`src/rtl/parport_pkg.sv`:
```
package parport_pkg;
  localparam int unsigned OFS_W = 3;

  typedef enum logic [OFS_W-1:0] {
    OFS_CTRL = 3'd0,
    OFS_DATA = 3'd1,
    OFS_DIR  = 3'd2,
    OFS_IEN  = 3'd3,
    OFS_FLAG = 3'd4,
    OFS_POL  = 3'd5,
    OFS_PULL = 3'd6,
    OFS_NONE = 3'd7
  } ofs_e;
endpackage

```
`src/rtl/parport_sync.sv`:
```
module parport_sync #(
  parameter int W = 8
) (
  input  logic         clk,
  input  logic         rst,
  input  logic [W-1:0] d_in,
  output logic [W-1:0] q_out
);
  logic [W-1:0] stage_a;

  // first stage catches the pad on the falling edge
  always_ff @(negedge clk) begin
    if (rst) stage_a <= '0;
    else     stage_a <= d_in;
  end

  always_ff @(posedge clk) begin
    if (rst) q_out <= '0;
    else     q_out <= stage_a;
  end
endmodule

```
`src/rtl/parport_edge_flags.sv`:
```
module parport_edge_flags #(
  parameter int W = 8
) (
  input  logic         clk,
  input  logic         rst,
  input  logic         en,
  input  logic [W-1:0] samp,
  input  logic [W-1:0] dir,
  input  logic [W-1:0] pol,
  input  logic         clr_we,
  input  logic [W-1:0] clr_keep,
  output logic [W-1:0] flags
);
  logic [W-1:0] prev_q;
  logic [W-1:0] set_v;
  logic [W-1:0] flags_nx;

  for (genvar i = 0; i < W; i++) begin : g_bit
    logic rise, fall;
    assign rise        = samp[i] & ~prev_q[i];
    assign fall        = ~samp[i] & prev_q[i];
    assign set_v[i]    = en & ~dir[i] & (pol[i] ? rise : fall);
    // a new edge beats a simultaneous software clear
    assign flags_nx[i] = (flags[i] & (clr_we ? clr_keep[i] : 1'b1)) | set_v[i];
  end

  always_ff @(posedge clk) begin
    if (rst) begin
      prev_q <= '0;
      flags  <= '0;
    end else begin
      prev_q <= samp;
      flags  <= flags_nx;
    end
  end
endmodule

```
`src/rtl/parport_rdmux.sv`:
```
module parport_rdmux #(
  parameter int W = 8
) (
  input  logic [parport_pkg::OFS_W-1:0] ofs,
  input  logic                          en,
  input  logic [W-1:0]                  data,
  input  logic [W-1:0]                  dir,
  input  logic [W-1:0]                  samp,
  input  logic [W-1:0]                  ien,
  input  logic [W-1:0]                  flags,
  input  logic [W-1:0]                  pol,
  input  logic [W-1:0]                  pull,
  output logic [W-1:0]                  rd
);
  import parport_pkg::*;

  always_comb begin
    rd = '0;
    case (ofs_e'(ofs))
      OFS_CTRL: rd[0] = en;
      OFS_DATA: rd = (dir & data) | (~dir & samp);
      OFS_DIR:  rd = dir;
      OFS_IEN:  rd = ien;
      OFS_FLAG: rd = flags;
      OFS_POL:  rd = pol;
      OFS_PULL: rd = pull;
      default:  rd = '0;
    endcase
  end
endmodule

```
`src/rtl/parport_adapter.sv`:
```
module parport_adapter #(
  parameter int W = 8
) (
  input  logic                          clk,
  input  logic                          rst,
  input  logic                          bus_cs,
  input  logic                          bus_we,
  input  logic [parport_pkg::OFS_W-1:0] bus_addr,
  input  logic [W-1:0]                  bus_wdata,
  output logic [W-1:0]                  bus_rdata,
  input  logic [W-1:0]                  pin_in,
  output logic [W-1:0]                  pin_out,
  output logic [W-1:0]                  pin_oe,
  output logic [W-1:0]                  pin_pullup,
  output logic                          irq_n
);
  import parport_pkg::*;

  logic         en_q;
  logic [W-1:0] data_q, dir_q, ien_q, pol_q, pull_q;
  logic [W-1:0] samp, flag_q, rd_mux;
  logic         wr_hit, rd_hit;

  assign wr_hit = bus_cs & bus_we;
  assign rd_hit = bus_cs & ~bus_we;

  parport_sync #(.W(W)) sync_i (
    .clk(clk), .rst(rst), .d_in(pin_in), .q_out(samp)
  );

  parport_edge_flags #(.W(W)) flags_i (
    .clk(clk), .rst(rst), .en(en_q), .samp(samp), .dir(dir_q), .pol(pol_q),
    .clr_we(wr_hit && bus_addr == OFS_FLAG), .clr_keep(bus_wdata),
    .flags(flag_q)
  );

  parport_rdmux #(.W(W)) rdmux_i (
    .ofs(bus_addr), .en(en_q), .data(data_q), .dir(dir_q), .samp(samp),
    .ien(ien_q), .flags(flag_q), .pol(pol_q), .pull(pull_q), .rd(rd_mux)
  );

  always_ff @(posedge clk) begin
    if (rst) begin
      en_q      <= 1'b0;
      data_q    <= '0;
      dir_q     <= '0;
      ien_q     <= '0;
      pol_q     <= '0;
      pull_q    <= '0;
      bus_rdata <= '0;
    end else begin
      if (wr_hit) begin
        case (ofs_e'(bus_addr))
          OFS_CTRL: en_q   <= bus_wdata[0];
          OFS_DATA: data_q <= bus_wdata;
          OFS_DIR:  dir_q  <= bus_wdata;
          OFS_IEN:  ien_q  <= bus_wdata;
          OFS_POL:  pol_q  <= bus_wdata;
          OFS_PULL: pull_q <= bus_wdata;
          default:  ;
        endcase
      end
      bus_rdata <= rd_hit ? rd_mux : '0;
    end
  end

  assign pin_out    = data_q;
  assign pin_oe     = dir_q & {W{en_q}};
  assign pin_pullup = pull_q;
  assign irq_n      = ~(en_q & |(flag_q & ien_q));
endmodule

```
`config.mk`:
```
export PLATFORM = sky130hd
export DESIGN_NAME = parport_adapter
export DESIGN_NICKNAME = d
export VERILOG_FILES = /design/src/rtl/parport_pkg.sv /design/src/rtl/parport_sync.sv /design/src/rtl/parport_edge_flags.sv /design/src/rtl/parport_rdmux.sv /design/src/rtl/parport_adapter.sv
export SDC_FILE = /design/constraint.sdc
export NUM_CORES = 1
export LEC_CHECK = 0
export BUFFER_PORTS_ARGS = -buffer_cell sky130_fd_sc_hd__buf_4
export CAP_MARGIN = 20
export CORE_UTILIZATION = 46
export CTS_CLUSTER_SIZE = 8
export DETAILED_ROUTE_END_ITERATION = 8
export PLACE_DENSITY = 0.67
export SLEW_MARGIN = 20
export SYNTH_ARGS = -nofsm -noshare
export SYNTH_HDL_FRONTEND = slang
export SYNTH_SLANG_ARGS = --single-unit
```
`constraint.sdc`:
```
create_clock -name clk -period 2 [get_ports clk]
set_input_delay 0.3 -clock clk [delete_from_list [all_inputs] [get_ports clk]]
set_output_delay 0.3 -clock clk [all_outputs]
set_load 0.005 [all_outputs]
```
==> results.tsv <==
metric	value	unit
status	complete, no violations	
library cells used by synthesis	38	
first-pass GRT wire length	14900	um
Final WS setup	418	ps
Die H	88.6	um
switching part of the total	25.8	%
slowest stage cell on the critical path	dfxtp_1	
Total Neg Setup Slack	0	ps
WS Path Type	register to output port	
max cap viols	0	
setup violators final	0	
Synth Cell Area	3450	um^2
fin crit period	1580	ps
skew final	41.4	ps
CTS tree	done	
Logic pwr share	7.3	%
Clk pin slew, worst setup/hold paths	90	ps
clock group share of total power	41.4	%
routed vias	3231	
ys async rst share	0	%
final slew viol count	0	
CTS buffer count	9	
CP bufs+invs	1	
H-Tree Depth	3	
Routed Antenna Nets	0	
Boundary Pins	56	
Peak Freq	0.632	GHz
Mapped Avg Cell Area	8.53	um^2
post-synthesis register bit count	81	
Critical Path AT	1280	ps
RSZ-0062 raised after global routing	false	
internal power	2.41	mW
TritonRoute pass-1 iters	5	
endpoints failing hold	0	
hold_buf cts	0	
Fillers	676	
Synthesized Nets	427	
Primary FF master, synth	dfxtp_1	
Crit path largest cell delay	330	ps
Die Area	7840	um^2
Synth Area in Compound Gates	23.0	%
Hold Path Sink	pin_out[7]	
reg2reg setup slack	440	ps
worst hold path startpoint	bus_wdata[7]	
simple-gate area share of the yosys netlist	21.4	%
Seq/Total Area, Yosys	47.1	%
Net Switching	837	uW
Syn. warnings	0	
Crit. End Element	output port	
crit start category	register	
RR Endpoint	sync_i.q_out[2]	
ANT cells	0	
R2R cell count	1	
DP Wirelength	6360	um
starting density of the core	47.5	%
wire per inst	16.9	um
Reg2Reg Launch Point	sync_i.stage_a[2]	
postcts setup bufs	0	
GPL Wtd Cong	0.852	
CP max FO	3	
area of the multi-input gates	1710	um^2
EDFF count, synth	0	
initial antenna violation count	0	
CTS max path bufs	2	
Pwr per Cell Area	773	nW/um^2
XOR/XNOR share of the synthesized area	0	%
P&R area growth vs syn	21.8	%
area of the core	7250	um^2
share of layout cells above drive strength 1	21.7	%
Mapped Cells	404	
mux contribution to synthesized area	5.37	%
Sequential Power Share	51.3	%
worst hold-check path type	input pin to register	
Max IR drop VDD	0.611	mV
DR DRC count	0	
vias in the first global route	2745	
chip width	88.6	um
Total Routing Usage GR	25.7	%
routed vias/inst	5.69	
Slew headroom	61.4	%
DP Worst Slack	362	ps
critical-path cell list	a22oi_1, nand4_1, nand2_1, buf_4	
nets	487	
slew of the pin with the lowest slew margin	579	ps
Post-CTS Resized	0	
final WL	9600	um
clock latency on the worst-skew pair	390	ps
final core area utilization	57.8	%
CP Data Required Time	1700	ps
main combinational cell family by area after synthesis	compound AO/OA/AOI/OAI gates	
largest net degree at the start of global routing	56	
Post-Synth Adder-Cell Area	0	%
number of DRC markers in iteration 0	398	
hold path cells	3	
LEAKAGE	1.59	nW
total gr overflow	0	
clock tree sinks	81	
cell family with most CP delay	flip-flops	
root buffer cell	clkbuf_8	
count of port buffers added during placement	55	
period utilisation layout	79.1	%
Sequential Area	1620	um^2
row count	31	
==> layout make-up <==
class	instances	area share (%)
tap	99	2.95
clock buffer	10	3.55
clock inverter	14	2.21
multi-input combinational	298	40.8
sequential	81	38.7
timing repair buffer	66	11.8
==> cell usage in the layout, fill, tap and decap left out, types with 9 or more instances in the layout <==
cell | synthesis | layout
a21oi_1 | 53 | 53
a22oi_1 | 9 | 9
buf_4 | 2 | 66
clkbuf_8 | 0 | 9
dfxtp_1 | 81 | 81
mux2_2 | 11 | 11
nand2_1 | 58 | 58
nor2_1 | 20 | 20
nor2b_1 | 35 | 35
o21ai_0 | 23 | 23
o21ai_1 | 25 | 25
==> metrics by stage <==
stage | cells | total power [mW] | area [um^2] | hold WS (ps)
3_3_place_gp | 545 | 1.96 | 3960 | 477
5_1_grt | 568 | 3.37 | 4200 | 226
6_report | 568 | 3.24 | 4200 | 227
4_1_cts | 568 | 3.25 | 4200 | 221
3_5_place_dp | 545 | 1.96 | 3960 | 489
2_1_floorplan | 404 | 1.85 | 3450 | 436
==> tightest hold or removal path: cells and delay by family <==
| family | cells | cell delay (ps) |
|---|---|---|
| and+or+nand+nor | 1 | 60 |
| AOI/OAI and AO/OA | 1 | 50 |
| buffers and inverters | 1 | 140 |
==> cells in the mapped netlist, types with 2 or more instances <==
| master | n | area [um^2] |
|---|---|---|
| nor2_4 | 2 | 22.5 |
| dfxtp_1 | 81 | 1620 |
| a21oi_1 | 53 | 265 |
| and2_1 | 8 | 50.1 |
| mux2_2 | 11 | 124 |
| nor2b_1 | 35 | 219 |
| and2b_1 | 2 | 15.0 |
| nand2b_1 | 5 | 31.3 |
| o21ai_0 | 23 | 115 |
| nand2_1 | 58 | 218 |
| o2bb2ai_1 | 2 | 17.5 |
| a22oi_1 | 9 | 67.6 |
| o31ai_1 | 8 | 60.1 |
| o21ai_1 | 25 | 125 |
| a22o_1 | 5 | 43.8 |
| a31oi_1 | 6 | 37.5 |
| mux2i_1 | 5 | 50.1 |
| nor3_1 | 3 | 15.0 |
| buf_4 | 2 | 15.0 |
| nor2_1 | 20 | 75.1 |
| clkbuf_1 | 13 | 48.8 |
| nor2_2 | 3 | 18.8 |
| a21o_1 | 2 | 15.0 |
| buf_2 | 8 | 40.0 |
| a32oi_1 | 2 | 17.5 |
==> per-layer routing <==
| metal | global-route usage, % | up-vias | wire length, um |
|---|---|---|---|
| li1 | - | 1529 | - |
| met1 | 37.3 | 1512 | 4380 |
| met2 | 38.7 | 170 | 4180 |
| met3 | 4.38 | 20 | 834 |
| met4 | 8.65 | 0 | 206 |
| met5 | 0 | - | 0 |
==> power by group through the flow <==
stage                     clock, mW  sequential [mW]  combinational [mW]
after floorplan              0.0278             1.69               0.131
final                          1.34             1.67               0.236
after CTS                      1.35             1.67               0.232
after global routing           1.45             1.67               0.254
after detailed placement     0.0278             1.70               0.231
after global placement       0.0278             1.70               0.230
==> worst max path at each step <==
| stage | from | cells past startpoint | endpoint | slack [ps] |
|---|---|---|---|---|
| after floorplan | rst | 3 | sync_i.stage_a[0] | 50 |
| after global placement | pin_in[3] | 2 | sync_i.stage_a[3] | 370 |
| after detailed placement | pin_in[3] | 2 | sync_i.stage_a[3] | 360 |
| after CTS | flags_i.flags[6] | 4 | irq_n | 420 |
| after global routing | flags_i.flags[6] | 4 | irq_n | 370 |
| final | flags_i.flags[6] | 4 | irq_n | 420 |
==> cells by family (layout without fill, tap and decap cells) <==
family	Yosys count	in the layout
AOI/OAI and AO/OA	138	138
muxes	17	17
and+or+nand+nor	143	143
DFF	81	81
buffers and inverters	25	90
(Power assumes the default switching activity.)
